## config.mk

```make
export PLATFORM = sky130hd
export DESIGN_NAME = shared_bus_lock_arb
export DESIGN_NICKNAME = d
export VERILOG_FILES = /design/src/rtl/arb_lock_pkg.sv /design/src/rtl/arb_rr_pick.sv /design/src/rtl/arb_lock_wdog.sv /design/src/rtl/arb_bus_mux.sv /design/src/rtl/shared_bus_lock_arb.sv
export SDC_FILE = /design/constraint.sdc
export NUM_CORES = 1
export LEC_CHECK = 0
export BUFFER_PORTS_ARGS = -buffer_cell sky130_fd_sc_hd__buf_2
export CORE_AREA = 2 2 140 142
export CTS_CLUSTER_SIZE = 16
export DETAILED_ROUTE_END_ITERATION = 8
export DIE_AREA = 0 0 142 144
export REMOVE_ABC_BUFFERS = 1
export SLEW_MARGIN = 15
export SYNTH_ARGS = -nofsm -noshare
export SYNTH_HDL_FRONTEND = slang
export SYNTH_SLANG_ARGS = --single-unit
```

## constraint.sdc

```tcl
create_clock -name clk -period 1.85 [get_ports clk]
set_clock_uncertainty 0.1 [all_clocks]
set_input_delay 0.37 -clock clk [delete_from_list [all_inputs] [get_ports clk]]
set_output_delay 0.37 -clock clk [all_outputs]
set_load 0.005 [all_outputs]
```

## src/rtl/arb_lock_pkg.sv

```systemverilog
package arb_lock_pkg;
   // Upper bound on masters accepted by the arbiter
   localparam int unsigned ARB_MAX_MASTERS = 64;

   // Index width for n masters, never below one bit
   function automatic int unsigned idx_width(input int unsigned n);
      return (n > 1) ? $clog2(n) : 1;
   endfunction
endpackage

```

## src/rtl/arb_rr_pick.sv

```systemverilog
module arb_rr_pick #(
   parameter int unsigned N  = 4,
   parameter int unsigned IW = 2
) (
   input  logic [N-1:0]  req,
   input  logic [IW-1:0] start,
   output logic          any,
   output logic [IW-1:0] win
);
   // scan upward from start with wrap-around; first request wins
   always_comb begin
      any = 1'b0;
      win = start;
      for (int k = 0; k < int'(N); k++) begin
         int t;
         t = int'(start) + k;
         if (t >= int'(N)) t = t - int'(N);
         if (!any && req[t]) begin
            any = 1'b1;
            win = IW'(t);
         end
      end
   end
endmodule

```

## src/rtl/arb_lock_wdog.sv

```systemverilog
module arb_lock_wdog #(
   parameter int unsigned WW     = 8,
   parameter bit          ENABLE = 1'b1
) (
   input  logic          clk,
   input  logic          rst_n,
   input  logic          held,
   input  logic [WW-1:0] limit,
   output logic          expired
);
   localparam logic [WW-1:0] CNT_MAX = {WW{1'b1}};

   generate
      if (ENABLE) begin : g_count
         logic [WW-1:0] hold_cnt;
         always_ff @(posedge clk) begin
            if (!rst_n || !held) hold_cnt <= '0;
            else if (hold_cnt != CNT_MAX) hold_cnt <= hold_cnt + 1'b1;
         end
         assign expired = held && (hold_cnt >= limit);
      end else begin : g_off
         assign expired = 1'b0;
      end
   endgenerate
endmodule

```

## src/rtl/arb_bus_mux.sv

```systemverilog
module arb_bus_mux #(
   parameter int unsigned N  = 4,
   parameter int unsigned AW = 32,
   parameter int unsigned DW = 32
) (
   input  logic [N-1:0]    sel,
   input  logic [N*AW-1:0] in_addr,
   input  logic [N*DW-1:0] in_wdata,
   input  logic [N-1:0]    in_write,
   input  logic [N-1:0]    in_msg,
   output logic [AW-1:0]   out_addr,
   output logic [DW-1:0]   out_wdata,
   output logic            out_write,
   output logic            out_msg
);
   logic [AW-1:0] addr_m  [N];
   logic [DW-1:0] wdata_m [N];

   // one-hot AND-OR select, zero when nothing is selected
   generate
      for (genvar g = 0; g < int'(N); g++) begin : g_slice
         assign addr_m[g]  = sel[g] ? in_addr[g*AW +: AW]  : '0;
         assign wdata_m[g] = sel[g] ? in_wdata[g*DW +: DW] : '0;
      end
   endgenerate

   always_comb begin
      out_addr  = '0;
      out_wdata = '0;
      for (int k = 0; k < int'(N); k++) begin
         out_addr  = out_addr  | addr_m[k];
         out_wdata = out_wdata | wdata_m[k];
      end
   end

   assign out_write = |(sel & in_write);
   assign out_msg   = |(sel & in_msg);
endmodule

```

## src/rtl/shared_bus_lock_arb.sv

```systemverilog
module shared_bus_lock_arb #(
   parameter int unsigned N        = 4,
   parameter int unsigned AW       = 32,
   parameter int unsigned DW       = 32,
   parameter int unsigned WW       = 8,
   parameter bit          WDOG_ON  = 1'b1
) (
   input  logic            clk,
   input  logic            rst_n,
   input  logic [N-1:0]    req,
   input  logic [N-1:0]    lock_req,
   input  logic [N*AW-1:0] m_addr,
   input  logic [N*DW-1:0] m_wdata,
   input  logic [N-1:0]    m_write,
   input  logic [N-1:0]    m_msg,
   input  logic            bus_done,
   input  logic [WW-1:0]   lock_limit,
   output logic [N-1:0]    grant,
   output logic [N-1:0]    done,
   output logic            bus_valid,
   output logic [AW-1:0]   bus_addr,
   output logic [DW-1:0]   bus_wdata,
   output logic            bus_write,
   output logic            bus_msg,
   output logic            lock_busy,
   output logic            lock_timeout
);
   import arb_lock_pkg::*;

   localparam int unsigned   IW   = idx_width(N);
   localparam logic [IW-1:0] LAST = IW'(N - 1);

   generate
      if (N < 2 || N > ARB_MAX_MASTERS) begin : g_bad_n
         $error("shared_bus_lock_arb: N out of range");
      end
      if (AW < 1 || DW < 1 || WW < 1) begin : g_bad_w
         $error("shared_bus_lock_arb: widths must be positive");
      end
   endgenerate

   logic          busy_q;
   logic          locked_q;
   logic [IW-1:0] owner_q;
   logic [IW-1:0] scan_q;
   logic          pick_any;
   logic [IW-1:0] pick_idx;

   arb_rr_pick #(.N(N), .IW(IW)) pick_i (
      .req   (req),
      .start (scan_q),
      .any   (pick_any),
      .win   (pick_idx)
   );

   // ownership: grant only between transactions, lock sampled at completion
   always_ff @(posedge clk) begin
      if (!rst_n) begin
         busy_q   <= 1'b0;
         locked_q <= 1'b0;
         owner_q  <= '0;
         scan_q   <= '0;
      end else if (!busy_q) begin
         if (locked_q) begin
            if (req[owner_q]) busy_q <= 1'b1;
         end else if (pick_any) begin
            busy_q  <= 1'b1;
            owner_q <= pick_idx;
         end
      end else if (bus_done) begin
         busy_q   <= 1'b0;
         locked_q <= lock_req[owner_q];
         scan_q   <= (owner_q == LAST) ? '0 : owner_q + 1'b1;
      end
   end

   generate
      for (genvar g = 0; g < int'(N); g++) begin : g_gnt
         assign grant[g] = busy_q && (owner_q == IW'(g));
      end
   endgenerate

   assign done      = grant & {N{bus_done}};
   assign bus_valid = busy_q;
   assign lock_busy = locked_q;

   arb_bus_mux #(.N(N), .AW(AW), .DW(DW)) mux_i (
      .sel       (grant),
      .in_addr   (m_addr),
      .in_wdata  (m_wdata),
      .in_write  (m_write),
      .in_msg    (m_msg),
      .out_addr  (bus_addr),
      .out_wdata (bus_wdata),
      .out_write (bus_write),
      .out_msg   (bus_msg)
   );

   arb_lock_wdog #(.WW(WW), .ENABLE(WDOG_ON)) wdog_i (
      .clk     (clk),
      .rst_n   (rst_n),
      .held    (locked_q),
      .limit   (lock_limit),
      .expired (lock_timeout)
   );
endmodule

```

==> flow_summary.toml, run 1 <==
[global_route]
track_usage_pct = 14.77
grt_pass1_vias = 4238
antenna_found_initial = 3
overflow = 0
grt_max_degree = 46
grt_pass1_wl_um = 23380

[worst_setup_path]
regToRegStartpoint = "owner_q[0]$_SDFFE_PN0P_"
crit_path_end_kind = "output pin"
cp_max_fo = 9
rr_endpoint = "bus_valid$_SDFF_PN0_"
worstPathRequired_ps = 1380
reg2reg_depth = 5
path_class = "reg -> out"
arrival_ps = 1590
regToRegSetupSlack_ps = 240
crit_path_start_kind = "flop"

[floorplanning]
die_h_um = 144
core_um2 = 19080
rows = 51
start_util_pct = 14.02
fp.dieW_um = 142
die_area_um2 = 20450
ioPinCount = 360

[route]
drt_first_pass_iters = 5
drt-total-wl_um = 17980
vias = 4645
drc = 0
wire_per_inst_um = 18.24
drt_first_iter_violations = 254
ant_nets = 0
via_per_inst = 4.711

[sta]
maxSlewViolCount = 0
min_period_ps = 2064
tightest_slew_ps = 303.8
setup-tns-final_ps = -11320
finalHoldViolCount = 0
setup_violations = 70
setup_slack_ps = -214.4
fmax_mhz = 484.4
fin_crit_sh_pct = 111.6
relSlewSlack_pct = 79.67
rsz0062_at_grt = "yes"
holdWs_ps = 342.1

[cells_and_area]
final_nets = 1043
multi_input_area_um2 = 2738
final_common_cell = "buf_2"
final_cell_mix = "buf_2 (357), a22oi_2 (90), a21boi_1 (62)"
design_area_um2 = 6182
synthToLayoutAreaGrowth_pct = 131.1
fill_cells = 1987
drive_gt1_share_pct = 73.19
ff_latch_area_um2 = 297.8

[run]
max_cap_viol_count = 0

[synthesis]
netlist_instances = 360
ys_ff_latch = 14
synth.distinct_cells = 35
synth_seq_area_share_pct = 10.48
syn_avg_cell_area_um2 = 7.431
ys_warn_count = 0
syn_area_um2 = 2675

[power_and_ir_drop]
vdd_drop_max_mv = 0.3673
seq_power_share_pct = 12.4
pwr-share-clk_pct = 16.6
pwr-share-comb_pct = 71.0
p_int_mw = 1.699
p_sw_share_pct = 36.99
netSwitchingPower_uw = 997.8
p_per_area_nw_per_um2 = 436.3
p_leak_nw = 2.869

[hold_path]
hold_class = "in -> reg"
hold_depth = 3
hold_start = "rst_n"
hold_end = "owner_q[1]$_SDFFE_PN0P_"

[placement]
placed_area_um2 = 5081
hpwl_um = 12990
place_congestion = 0.8728
preCtsSetupSlack_ps = -233.6
port_buffers = 359

[clock_network]
htree_levels = 1
cts_tree = "done"
clk_pin_slew_ps = 50
clkLatencyLatePin_ps = 240
root_buffer = "clkbuf_16"
cts_inserted_buffers = 3
clockBufferDepth = 2
cts.sinks = 14

[run_status]
violations = "setup timing"
outcome = "finished with violations"
[per-layer routing]
layer	vias up	part of all wire, %	track usage (%)	wire [um]
met5	-	0.13	0	23
met4	4	1.1	2.632	201
met3	18	9.0	3.377	1618
met2	213	50	25.96	8961
met1	2178	40	18.64	7175
li1	2232	-	-	-
[cell type report]
cell class	count	area share [%]
Timing Repair Buffer	423	43.70
Sequential cell	14	4.817
Inverter	13	0.8703
Multi-Input combinational cell	292	44.28
Clock buffer	4	1.437
Antenna cell	2	0.08096
Tap cell	238	4.817
[repair_timing]
action / 4_1_cts / 5_1_grt
hold buffers: 0 / 0
pin swaps: 21 / 25
setup buffers: 6 / 7
gates resized for setup: 163 / 54
endpoints found under the setup margin: 72 / 73
cloned: 4 / 5
[per-stage QoR]
step                utilization (%)  cells  power (mW)
finish                        32.40    986       2.697
global route                  32.38    984       2.855
CTS                           30.42    974       2.571
detailed placement            26.63    960       1.754
global placement              26.63    960       1.754
floorplan                         -    319      0.8937
[cell families (layout without fill, tap and decap cells)]
group,after synthesis,after routing,synth area share [%]
AND/OR/NAND/NOR,49,49,10.06
XOR/XNOR,1,1,0.3275
multiplexers,5,5,2.806
other,0,2,0
flip-flops,14,14,10.48
AO/OA/AOI/OAI,224,224,61.69
adder cells (fa/ha/maj),13,13,6.081
buffers and inverters,54,440,8.559
[critical path, stage by stage, from the launching register on]
cell	delay, ps
dfxtp_4	390
inv_4	60
ha_4	200
buf_12	160
clkbuf_16	160
a22oi_2	140
a21boi_1	90
buf_2	130
[worst max-delay path by stage]
stage	start	to	slack [ps]	cells past startpoint
final	owner_q[1]$_SDFFE_PN0P_	bus_wdata[5]	-210	7
after global routing	owner_q[0]$_SDFFE_PN0P_	bus_wdata[22]	-270	7
after CTS	owner_q[1]$_SDFFE_PN0P_	bus_wdata[9]	-230	7
after detailed placement	owner_q[0]$_SDFFE_PN0P_	bus_wdata[22]	-230	7
after global placement	owner_q[0]$_SDFFE_PN0P_	bus_wdata[22]	-200	6
after floorplan	owner_q[0]$_SDFFE_PN0P_	bus_addr[13]	-810	3
[state kept, by name, indices dropped and copies added (netlist names)]
name                     cells
wdog_i.g_count.hold_cnt      8
owner_q                      2
scan_q                       2
bus_valid                    1
lock_busy                    1
[power groups by stage]
stage	Sequential (mW)	Combinational [mW]	Clock, mW
after CTS	0.337	1.78	0.455
after global routing	0.337	2.05	0.471
final	0.336	1.91	0.447
after floorplan	0.354	0.540	0
after global placement	0.335	1.42	0
after detailed placement	0.336	1.42	0
[cells in the mapped netlist (all sizes together)]
| cell type | number | share of area (%) |
|---|---|---|
| nand3 | 5 | 0.94 |
| a21boi | 67 | 19 |
| o21a | 1 | 0.28 |
| a21oi | 5 | 0.94 |
| a221oi | 1 | 0.33 |
| mux4 | 2 | 1.7 |
| o22ai | 1 | 0.23 |
| a211oi | 1 | 0.28 |
| ha | 13 | 6.1 |
| nand2b | 3 | 0.70 |
| a31oi | 6 | 1.4 |
| a211o | 1 | 0.33 |
| nand4 | 3 | 0.70 |
| a22oi | 132 | 37 |
| nor3 | 5 | 0.94 |
| and3 | 7 | 1.6 |
| mux2i | 3 | 1.1 |
| xnor2 | 1 | 0.33 |
| o21bai | 3 | 0.84 |
| and4b | 1 | 0.37 |
| or4 | 1 | 0.42 |
| o211ai | 1 | 0.28 |
| clkbuf | 29 | 4.5 |
| nor2b | 2 | 0.47 |
| and2 | 6 | 1.5 |
| inv | 13 | 1.8 |
| buf | 12 | 2.2 |
| o21ai | 5 | 0.94 |
| nor2 | 6 | 0.84 |
| nand2 | 9 | 1.3 |
| or2b | 1 | 0.28 |
| dfxtp | 14 | 10 |
Note: power is estimated with default switching activity, not from simulation.
==> inputs of run 2 (changes only) <==
--- a/config.mk
+++ b/config.mk
@@ -10,6 +10,7 @@
 export CTS_CLUSTER_SIZE = 16
 export DETAILED_ROUTE_END_ITERATION = 8
 export DIE_AREA = 0 0 142 144
+export GPL_TIMING_DRIVEN = 0
 export REMOVE_ABC_BUFFERS = 1
 export SLEW_MARGIN = 15
 export SYNTH_ARGS = -nofsm -noshare
==> constraint.sdc (replaced) <==
create_clock -name clk -period 1.8 [get_ports clk]
set_clock_uncertainty 0.1 [all_clocks]
set_input_delay 0.18 -clock clk [delete_from_list [all_inputs] [get_ports clk]]
set_output_delay 0.18 -clock clk [all_outputs]
set_load 0.005 [all_outputs]
==> run 2 against run 1 <==
  * The run still ends with setup timing left
  * Sequential cell count unchanged
  * Final area fell by 2.6%
  * Combinational power rose by 5%
  * Wire length grew 7.6%
  * Count of clock-buffer cells in the layout did not move
  * Power up 4.6%
  * Core utilization is 0.84 points lower
  * Cell count decreased by 2.3%
  * Die area did not move
  * Setup slack gained 110 ps
  * Critical path type unchanged
  * Critical endpoint is now bus_addr[0]
==> flow_summary.toml, run 2 (synthesis gave the netlist of run 1 again) <==
[route]
ant_nets = 0
drc = 0
drt_first_pass_iters = 6
drt_first_iter_violations = 293
wire_per_inst_um = 20.10
drt-total-wl_um = 19350
via_per_inst = 4.857
vias = 4677

[worst_setup_path]
rr_endpoint = "bus_valid$_SDFF_PN0_"
path_class = "reg -> out"
crit_path_start_kind = "flop"
max_stage_delay_ps = 360
cp_slowest_cell = "dfxtp_4"
cp_cell_sequence = "buf_6, ha_4, buf_12, a22oi_1, a21boi_1, buf_2"
regToRegSetupSlack_ps = 140
crit_path_end_kind = "output pin"
arrival_ps = 1620
reg2reg_depth = 5
cp_max_fo = 9
regToRegStartpoint = "owner_q[0]$_SDFFE_PN0P_"
worstPathRequired_ps = 1520

[cells_and_area]
final_nets = 1022
final_cells = 963
biggestRegsByFlops = "wdog_i.g_count.hold_cnt: 8 flops, owner_q: 2 flops, scan_q: 2 flops"
fill_cells = 2004
largest_reg_flops = 8
synthToLayoutAreaGrowth_pct = 125.1
num_antenna_cells = 0
top_register = "wdog_i.g_count.hold_cnt"
drive_gt1_share_pct = 71.86
final_cell_mix = "buf_2 (357), a22oi_2 (79), a21boi_1 (55)"
final_common_cell = "buf_2"

[global_route]
antenna_found_initial = 2
overflow = 0
grt_max_degree = 41
track_usage_pct = 16.27
grt_pass1_wl_um = 25040
grt_pass1_vias = 4111

[sta]
setup_slack_ps = -99.48
fmax_mhz = 526.5
maxSlewViolCount = 0
fin_crit_sh_pct = 105.5
tightest_slew_ps = 358.5
setup_violations = 59
finalHoldViolCount = 0
relSlewSlack_pct = 76.10
rsz0062_at_grt = "yes"
min_period_ps = 1899

[placement]
hpwl_um = 12020
post-place-cells = 920
place_congestion = 0.8049
preCtsSetupSlack_ps = -536.7
port_buffers = 359

[clock_network]
cts_tree = "done"
clk_pin_slew_ps = 50
clockBufferDepth = 2
cts_hold_buf = 0
htree_levels = 1
clkLatencyLatePin_ps = 240
root_buffer = "clkbuf_16"
cts.sinks = 14
cts_inserted_buffers = 3

[floorplanning]
fp.dieW_um = 142
start_util_pct = 14.02
die_h_um = 144
die_area_um2 = 20450
ioPinCount = 360
rows = 51
core_um2 = 19080

[run_status]
outcome = "finished with violations"
violations = "setup timing"

[power_and_ir_drop]
vdd_drop_max_mv = 0.3749
p_per_area_nw_per_um2 = 468.5
p_leak_nw = 2.779

[hold_path]
hold_depth = 3
hold_end = "lock_busy$_SDFFE_PN0P_"
hold_class = "in -> reg"
hold_start = "bus_done"

[run]
max_cap_viol_count = 0
## run 2: cell types whose count changed in the layout (fill, tap and decap cells not counted), sizes merged
cell	before	now
buf	419	399
clkbuf	8	7
diode	2	0
## run 2: cell type report
cell class	instances	area, um2	share of cell area, %
Sequential cell	14	304.0	5.049
Multi-Input combinational cell	292	2704	44.90
Inverter	13	53.80	0.8934
Tap cell	238	297.8	4.945
Clock buffer	4	88.84	1.475
Timing Repair Buffer	402	2574	42.74
## run 2: worst max-delay path: cells and delay by family (launching register included)
family | cells | cell delay (ps)
compound gates | 2 | 410
buf+inv | 3 | 420
flops | 1 | 360
fa+ha+maj | 1 | 180
## run 2: timing repair
item                       4_1_cts  5_1_grt
cloned                           7        3
buffers inserted                28        1
setup endpoints to repair       75       68
gates resized for setup        166       39
pin swaps                       50       20
## run 2: layer usage
| metal | global-route usage, % | wire, um | up-vias |
|---|---|---|---|
| met5 | 0 | 27 | - |
| met2 | 27.23 | 9359 | 262 |
| li1 | - | - | 2189 |
| met1 | 22.48 | 8152 | 2204 |
| met4 | 1.421 | 125 | 4 |
| met3 | 3.212 | 1688 | 18 |
## run 2: through the flow
step                hold WS [ps]  area (um2)  TNS (ps)  util [%]  total power [mW]
finish                     155.4        6022     -2183     31.56             2.822
global route               172.0        6022     -6189     31.56             3.000
CTS                        148.0        5768     -1867     30.23             2.732
detailed placement         407.7        4723    -22220     24.76             1.651
global placement           406.0        4589   -150060     24.05             1.605
floorplan                  201.7        2495    -46860         -            0.9186
## run 2: worst max-delay path by stage
stage	from	to	slack [ps]	depth (start not counted)
finish	owner_q[1]$_SDFFE_PN0P_	bus_addr[0]	-100	6
global route	owner_q[1]$_SDFFE_PN0P_	bus_wdata[3]	-150	7
CTS	owner_q[1]$_SDFFE_PN0P_	bus_addr[5]	-80	7
detailed placement	owner_q[0]$_SDFFE_PN0P_	bus_wdata[23]	-540	5
global placement	owner_q[0]$_SDFFE_PN0P_	bus_wdata[0]	-2170	4
floorplan	owner_q[0]$_SDFFE_PN0P_	bus_addr[13]	-670	3
## run 2: power breakdown
part           total (mW)  internal, mW  switching [mW]
clock network       0.463         0.336           0.126
logic                2.00          1.09           0.908
registers           0.359         0.321          0.0383
total                2.82          1.75            1.07
